<file path="src/rtl/sweep_pkg.sv">
package sweep_pkg;

  typedef enum logic [2:0] {
    ST_RESET  = 3'd0,
    ST_IDLE   = 3'd1,
    ST_FILL   = 3'd2,
    ST_SWEEP  = 3'd3,
    ST_FINISH = 3'd4
  } sweep_state_e;

  localparam int unsigned NUM_BANKS = 2;

endpackage

</file>
<file path="src/rtl/sweep_fsm.sv">
module sweep_fsm
  import sweep_pkg::*;
#(
  parameter int unsigned CNT_W    = 17,
  parameter int unsigned ROW_BITS = 8,
  parameter int unsigned RD_LAT   = 3,
  localparam int unsigned IDX_W   = $clog2(ROW_BITS),
  localparam int unsigned CTR_W   = CNT_W - IDX_W + 1
) (
  input  logic             clk,
  input  logic             rst,
  input  logic             start_i,
  input  logic [CNT_W-1:0] count_i,
  input  logic             cons_rdy_i,
  output logic             sel_o,
  output logic [CTR_W-1:0] rd_addr_o,
  output logic [CTR_W-1:0] clr_addr_o,
  output logic             rd_issue_o,
  output logic             clr_issue_o,
  output logic             ready_o,
  output logic             done_o
);

  sweep_state_e state_q, state_d;
  logic             sel_q;
  logic [CTR_W-1:0] rd_q, clr_q, limit_q, limit_d;
  logic             accept, sweep_adv, fill_issue;

  // rows = ceil(count / ROW_BITS)
  assign limit_d = {1'b0, count_i[CNT_W-1:IDX_W]} + CTR_W'(|count_i[IDX_W-1:0]);

  assign accept     = (state_q == ST_IDLE) && start_i;
  assign fill_issue = (state_q == ST_FILL);
  assign sweep_adv  = (state_q == ST_SWEEP) && cons_rdy_i && (clr_q != limit_q);

  always_comb begin
    state_d = state_q;
    case (state_q)
      ST_RESET:  state_d = ST_IDLE;
      ST_IDLE:   if (start_i) state_d = ST_FILL;
      ST_FILL:   if (rd_q == CTR_W'(RD_LAT - 1)) state_d = ST_SWEEP;
      ST_SWEEP:  if (clr_q == limit_q) state_d = ST_FINISH;
      ST_FINISH: state_d = ST_IDLE;
      default:   state_d = ST_RESET;
    endcase
  end

  always_ff @(posedge clk) begin
    if (rst) begin
      state_q <= ST_RESET;
      sel_q   <= 1'b0;
      rd_q    <= '0;
      clr_q   <= '0;
      limit_q <= '0;
    end else begin
      state_q <= state_d;
      if (accept) begin
        sel_q   <= ~sel_q;
        limit_q <= limit_d;
        rd_q    <= '0;
        clr_q   <= '0;
      end else if (state_q == ST_RESET) begin
        rd_q  <= '0;
        clr_q <= '0;
      end else begin
        if (fill_issue || sweep_adv) rd_q  <= rd_q + 1'b1;
        if (sweep_adv)               clr_q <= clr_q + 1'b1;
      end
    end
  end

  assign sel_o       = sel_q;
  assign rd_addr_o   = rd_q;
  assign clr_addr_o  = clr_q;
  assign rd_issue_o  = fill_issue || sweep_adv;
  assign clr_issue_o = sweep_adv;
  assign ready_o     = (state_q == ST_SWEEP);
  assign done_o      = (state_q == ST_FINISH);

  AST_CLR_TRAILS_READ: assert property (@(posedge clk) disable iff (rst)
    (state_q == ST_SWEEP) |-> (rd_q == clr_q + CTR_W'(RD_LAT)));
  AST_FILL_BEFORE_READY: assert property (@(posedge clk) disable iff (rst)
    $rose(ready_o) |-> ($past(state_q) == ST_FILL));
  AST_BUSY_KEEPS_SELECT: assert property (@(posedge clk) disable iff (rst)
    (state_q != ST_IDLE) |=> $stable(sel_q));
  AST_DONE_SINGLE: assert property (@(posedge clk) disable iff (rst)
    done_o |=> !done_o);

endmodule

</file>
<file path="src/rtl/bank_router.sv">
module bank_router
  import sweep_pkg::*;
#(
  parameter int unsigned ADDR_W   = 14,
  parameter int unsigned ROW_BITS = 8,
  localparam int unsigned CTR_W   = ADDR_W + 1
) (
  input  logic                                 clk,
  input  logic                                 rst,
  input  logic                                 sel_i,
  input  logic [CTR_W-1:0]                     rd_addr_i,
  input  logic [CTR_W-1:0]                     clr_addr_i,
  input  logic                                 rd_issue_i,
  input  logic                                 clr_issue_i,
  input  logic [NUM_BANKS-1:0][ROW_BITS-1:0]   rdata_i,
  output logic [NUM_BANKS-1:0][ADDR_W-1:0]     raddr_o,
  output logic [NUM_BANKS-1:0]                 ren_o,
  output logic [NUM_BANKS-1:0][ADDR_W-1:0]     waddr_o,
  output logic [NUM_BANKS-1:0]                 wen_o,
  output logic [NUM_BANKS-1:0][ROW_BITS-1:0]   wdata_o,
  output logic [ROW_BITS-1:0]                  present_rdata_o
);

  for (genvar g = 0; g < NUM_BANKS; g++) begin : g_bank
    logic is_present;
    assign is_present = (sel_i == 1'(g));
    assign raddr_o[g] = is_present ? rd_addr_i[ADDR_W-1:0]  : '0;
    assign waddr_o[g] = is_present ? clr_addr_i[ADDR_W-1:0] : '0;
    assign ren_o[g]   = rd_issue_i  && is_present;
    assign wen_o[g]   = clr_issue_i && is_present;
    assign wdata_o[g] = '0;
  end

  assign present_rdata_o = rdata_i[sel_i];

  AST_ONE_BANK_ACTIVE: assert property (@(posedge clk) disable iff (rst)
    $onehot0(ren_o | wen_o));

endmodule

</file>
<file path="src/rtl/mask_stage.sv">
module mask_stage #(
  parameter int unsigned ROW_BITS = 8
) (
  input  logic                clk,
  input  logic                rst,
  input  logic                adv_i,
  input  logic [ROW_BITS-1:0] rdata_i,
  output logic [ROW_BITS-1:0] mask_o,
  output logic                vld_o
);

  always_ff @(posedge clk) begin
    if (rst) begin
      mask_o <= '0;
      vld_o  <= 1'b0;
    end else begin
      vld_o <= adv_i;
      if (adv_i) mask_o <= rdata_i;
    end
  end

  AST_MASK_HOLDS: assert property (@(posedge clk) disable iff (rst)
    !vld_o |-> $stable(mask_o));

endmodule

</file>
<file path="src/rtl/spike_sweeper.sv">
module spike_sweeper
  import sweep_pkg::*;
#(
  parameter int unsigned CNT_W    = 17,
  parameter int unsigned ROW_BITS = 8,
  parameter int unsigned RD_LAT   = 3,
  localparam int unsigned IDX_W   = $clog2(ROW_BITS),
  localparam int unsigned ADDR_W  = CNT_W - IDX_W,
  localparam int unsigned CTR_W   = ADDR_W + 1
) (
  input  logic                clk,
  input  logic                rst,
  input  logic                start_i,
  input  logic [CNT_W-1:0]    in_count_i,
  input  logic                cons_rdy_i,
  output logic [ROW_BITS-1:0] mask_o,
  output logic                mask_vld_o,
  output logic                ready_o,
  output logic                done_o,
  output logic [ADDR_W-1:0]   b0_raddr_o,
  output logic                b0_ren_o,
  input  logic [ROW_BITS-1:0] b0_rdata_i,
  output logic [ADDR_W-1:0]   b0_waddr_o,
  output logic                b0_wen_o,
  output logic [ROW_BITS-1:0] b0_wdata_o,
  output logic [ADDR_W-1:0]   b1_raddr_o,
  output logic                b1_ren_o,
  input  logic [ROW_BITS-1:0] b1_rdata_i,
  output logic [ADDR_W-1:0]   b1_waddr_o,
  output logic                b1_wen_o,
  output logic [ROW_BITS-1:0] b1_wdata_o
);

  logic             sel, rd_issue, clr_issue;
  logic [CTR_W-1:0] rd_addr, clr_addr;
  logic [NUM_BANKS-1:0][ROW_BITS-1:0] rdata_v, wdata_v;
  logic [NUM_BANKS-1:0][ADDR_W-1:0]   raddr_v, waddr_v;
  logic [NUM_BANKS-1:0]               ren_v, wen_v;
  logic [ROW_BITS-1:0]                present_rdata;

  sweep_fsm #(.CNT_W(CNT_W), .ROW_BITS(ROW_BITS), .RD_LAT(RD_LAT)) u_fsm (
    .clk(clk), .rst(rst), .start_i(start_i), .count_i(in_count_i),
    .cons_rdy_i(cons_rdy_i), .sel_o(sel), .rd_addr_o(rd_addr),
    .clr_addr_o(clr_addr), .rd_issue_o(rd_issue), .clr_issue_o(clr_issue),
    .ready_o(ready_o), .done_o(done_o)
  );

  assign rdata_v[0] = b0_rdata_i;
  assign rdata_v[1] = b1_rdata_i;

  bank_router #(.ADDR_W(ADDR_W), .ROW_BITS(ROW_BITS)) u_router (
    .clk(clk), .rst(rst), .sel_i(sel), .rd_addr_i(rd_addr),
    .clr_addr_i(clr_addr), .rd_issue_i(rd_issue), .clr_issue_i(clr_issue),
    .rdata_i(rdata_v), .raddr_o(raddr_v), .ren_o(ren_v), .waddr_o(waddr_v),
    .wen_o(wen_v), .wdata_o(wdata_v), .present_rdata_o(present_rdata)
  );

  mask_stage #(.ROW_BITS(ROW_BITS)) u_mask (
    .clk(clk), .rst(rst), .adv_i(clr_issue), .rdata_i(present_rdata),
    .mask_o(mask_o), .vld_o(mask_vld_o)
  );

  assign b0_raddr_o = raddr_v[0];
  assign b0_ren_o   = ren_v[0];
  assign b0_waddr_o = waddr_v[0];
  assign b0_wen_o   = wen_v[0];
  assign b0_wdata_o = wdata_v[0];
  assign b1_raddr_o = raddr_v[1];
  assign b1_ren_o   = ren_v[1];
  assign b1_waddr_o = waddr_v[1];
  assign b1_wen_o   = wen_v[1];
  assign b1_wdata_o = wdata_v[1];

  AST_CLEAR_ONLY_READY: assert property (@(posedge clk) disable iff (rst)
    (b0_wen_o || b1_wen_o) |-> ready_o);
  AST_VALID_AFTER_HANDSHAKE: assert property (@(posedge clk) disable iff (rst)
    mask_vld_o |-> $past(ready_o && cons_rdy_i));
  AST_STALL_NO_ACCESS: assert property (@(posedge clk) disable iff (rst)
    (ready_o && !cons_rdy_i) |-> !(b0_ren_o || b1_ren_o || b0_wen_o || b1_wen_o));

endmodule

</file>
<file path="config.mk">
export PLATFORM = sky130hd
export DESIGN_NAME = spike_sweeper
export DESIGN_NICKNAME = d
export VERILOG_FILES = /design/src/rtl/sweep_pkg.sv /design/src/rtl/sweep_fsm.sv /design/src/rtl/bank_router.sv /design/src/rtl/mask_stage.sv /design/src/rtl/spike_sweeper.sv
export SDC_FILE = /design/constraint.sdc
export NUM_CORES = 1
export LEC_CHECK = 0
export BUFFER_PORTS_ARGS = -buffer_cell sky130_fd_sc_hd__buf_2
export CORE_MARGIN = 2
export CORE_UTILIZATION = 45
export DETAILED_ROUTE_END_ITERATION = 8
export PLACE_DENSITY = 0.75
export REMOVE_ABC_BUFFERS = 1
export SLEW_MARGIN = 20
export SYNTH_ARGS = -nofsm -noshare
export SYNTH_HDL_FRONTEND = slang
export SYNTH_SLANG_ARGS = --single-unit
</file>
<file path="constraint.sdc">
create_clock -name clk -period 6.91 [get_ports clk]
set_clock_uncertainty 0.1 [all_clocks]
set_input_delay 2.073 -clock clk [delete_from_list [all_inputs] [get_ports clk]]
set_output_delay 2.073 -clock clk [all_outputs]
set_load 0.05 [all_outputs]
</file>
==> run_results.csv <==
group,metric,value,unit
finish,diodes,0,
timing,maxSlewHeadroom,40.3,%
placed_design,place_inst,658,
logic_synthesis,synth_edf_count,0,
clock_tree,clock_sinks,58,
setup_path,crit_required,4.74,ns
clock_tree,htree_levels,3,
clock_tree,ctsResizeCount,0,
clock_tree,clockRootBuffer,"clkbuf_8",
floorplanning,dieArea,8970,sq um
global_route,overflow,0,
finish,final_nets,606,
logic_synthesis,synth_area_leader_cell,"dfxtp_1",
worst_hold_path,holdPathStages,2,
logic_synthesis,synthFlopType,"dfxtp_1",
setup_path,crit_start,"cons_rdy_i",
routing,drt-total-wl,9010,um
setup_path,slowest_stage,"buf_4",
logic_synthesis,ys_ff_latch,58,
logic_synthesis,synth_cells,473,
global_route,grt_pass1_vias,3173,
worst_hold_path,min_from,"u_fsm.rd_addr_o[14]$_SDFFE_PP0P_",
flow_run,max_cap_viol_count,0,
setup_path,rr_worst_depth,6,
power,powerDensity,222,nW/um^2
floorplanning,dieWidth,94.7,um
setup_path,max_stage_delay,0.25,ns
global_route,grt_max_degree,70,
routing,first_pass_iters,5,
finish,area_growth,20.5,%
routing,avgViaCountPerCell,5.43,
power,power_leakage,1.90,nW
timing,hold_viol_final,0,
timing,setup_ws,1.45,ns
outcome,status,"completed",
setup_path,crit_path_start_kind,"primary input",
logic_synthesis,synthArstFlopShare,0,%
placed_design,dp_hpwl,6560,um
floorplanning,pin_count,124,
routing,vias,3661,
floorplanning,start_util,45.8,%
setup_path,crit_path_frequent_cell,"buf_2",
clock_tree,cts_tree,"done",
setup_path,path_class,"primary input to output pin",
setup_path,cp_cell_sequence,"buf_2 > nand3_1 > a21oi_1 > buf_4 > and2_1 > buf_2",
timing,max_clock_freq,183,MHz
setup_path,worstPathArrival,3.29,ns
placed_design,dpl_worst_slack,1.48,ns
finish,layoutNonFillerInstCount,674,
setup_path,reg2reg_from,"u_fsm.clr_addr_o[0]$_SDFFE_PP0P_",
timing,worst_pin_slew,0.893,ns
power,peakVddDrop,0.000110,V
routing,post_drt_wl_per_cell,13.4,um
timing,slew_viol_final,0,
clock_tree,clock_latency,0.34,ns
finish,multi_input_area,2340,sq um
logic_synthesis,synth.distinct_cells,49,
clock_tree,cts_buffers,9,
global_route,antenna_found_initial,0,
clock_tree,postCtsSetupBuffers,0,
placed_design,portBuffers,107,
finish,drive_gt1_share,23.6,%
worst_hold_path,hold_end,"u_fsm.rd_addr_o[14]$_SDFFE_PP0P_",
finish,nFillCells,782,
finish,final_common_cell,"buf_2",
timing,layout_min_cycle_time,5.46,ns
logic_synthesis,syn_area,3700,sq um
logic_synthesis,yosysWarnings,0,
finish,regArea,1160,sq um
setup_path,reg2reg_to,"u_fsm.rd_addr_o[1]$_SDFFE_PP0P_",
timing,rsz0062_at_grt,"no",
routing,ant_nets,0,
setup_path,setup.worst_path.end_class,"output pin",
logic_synthesis,synthDominantCellAreaShare,31.3,%
clock_tree,path_clk_slew,0.07,ns
timing,tns,0,ns
setup_path,reg2reg_setup_slack,4.24,ns
clock_tree,ctsHoldBuffers,0,
setup_path,critPathMaxFanout,21,
logic_synthesis,yosysSeqAreaShare,31.3,%
placed_design,routabilityCongestion,0.842,
routing,drcViolationCount,0,
finish,final_cell_mix,"107 x buf_2, 57 x dfxtp_1, 46 x nor2_1",
timing,finalSetupViolCount,0,
routing,drtIter0Drc,246,
worst_hold_path,worstHoldPathType,"flop to flop",
logic_synthesis,ys_top_cells_by_area,"dfxtp_1 31%, a211oi_1 5.3%, and2_1 5.2%, xnor2_1 4.7%, nor2_1 4.7%",
logic_synthesis,avgSynthCellArea,7.83,sq um
global_route,grt_use_total,20.4,%
floorplanning,core-area,8090,sq um
floorplanning,fp.dieH,94.7,um
floorplanning,rows,33,
global_route,grt_first_pass_wirelength,14500,um
timing,min_period_over_period,79.0,%
clock_tree,cts_max_path_buffers,2,
[registers in the layout, indices dropped and copies added (netlist names)]
name / flops
u_fsm.state_q: 3
u_mask.vld_o: 1
u_fsm.limit_q: 15
u_fsm.rd_addr_o: 15
u_fsm.sel_o: 1
u_mask.mask_o: 8
u_fsm.clr_addr_o: 15
[cell type report]
class / instances / share of cell area [%]
clock inverter: 6 / 2.55
timing repair buffer: 110 / 12.5
sequential: 58 / 26.1
clock buffer: 10 / 3.08
multi-input combinational: 379 / 52.3
tap: 105 / 2.94
inverter: 6 / 0.504
[per-layer routing]
| metal | track usage (%) | wire length [um] |
|---|---|---|
| met1 | 27.0 | 4090 |
| met2 | 33.0 | 4120 |
| met3 | 4.79 | 631 |
| met4 | 6.16 | 160 |
| met5 | 0 | 0 |
[synthesized netlist by cell type, drive strengths merged (7+ instances only)]
master	n
a211oi	26
a21oi	17
and2	31
and3	7
buf	25
clkbuf	20
dfxtp	58
mux2i	15
nand2	34
nand2b	7
nand3	24
nand4	15
nor2	46
nor2b	27
o21ai	16
or3	9
xnor2	20
xor2	10
[cell families after synthesis]
group                      synth area share [%]
DFF                                        31.3
other                                     0.101
and+or+nand+nor                            32.8
buffers and inverters                      7.19
AOI/OAI and AO/OA                          15.8
adders and majority gates                  1.69
xor gates and xnor gates                   7.09
muxes                                      4.05
[how the worst max path moves through the flow]
stage	cells past startpoint	end
floorplan	3	b1_wen_o
global placement	6	b1_wen_o
detailed placement	6	b1_wen_o
CTS	6	b1_wen_o
global route	6	b1_wen_o
finish	6	b1_wen_o
[worst max-delay path, delay by kind of cell]
family                 cells  cell delay, ns
AO/OA/AOI/OAI              1            0.19
buffers and inverters      3            0.68
AND/OR/NAND/NOR            2            0.33
[through the flow]
step           total power, mW  util, %  hold slack (ns)  cell area, sq um
5_1_grt                   1.03     55.2            0.394              4470
4_1_cts                  0.996     55.1            0.370              4460
3_5_place_dp             0.606     52.0            0.362              4210
2_1_floorplan            0.541        -            0.345              3520
3_3_place_gp             0.601     52.0            0.355              4210
6_report                 0.993     55.2            0.372              4470
[where the power goes]
group	leakage (nW)	internal [mW]	switching, mW
registers	0.471	0.353	0.0369
clock network	0.119	0.250	0.143
logic	1.31	0.0647	0.146
total	1.90	0.668	0.326
Note: power is estimated with default switching activity, not from simulation.
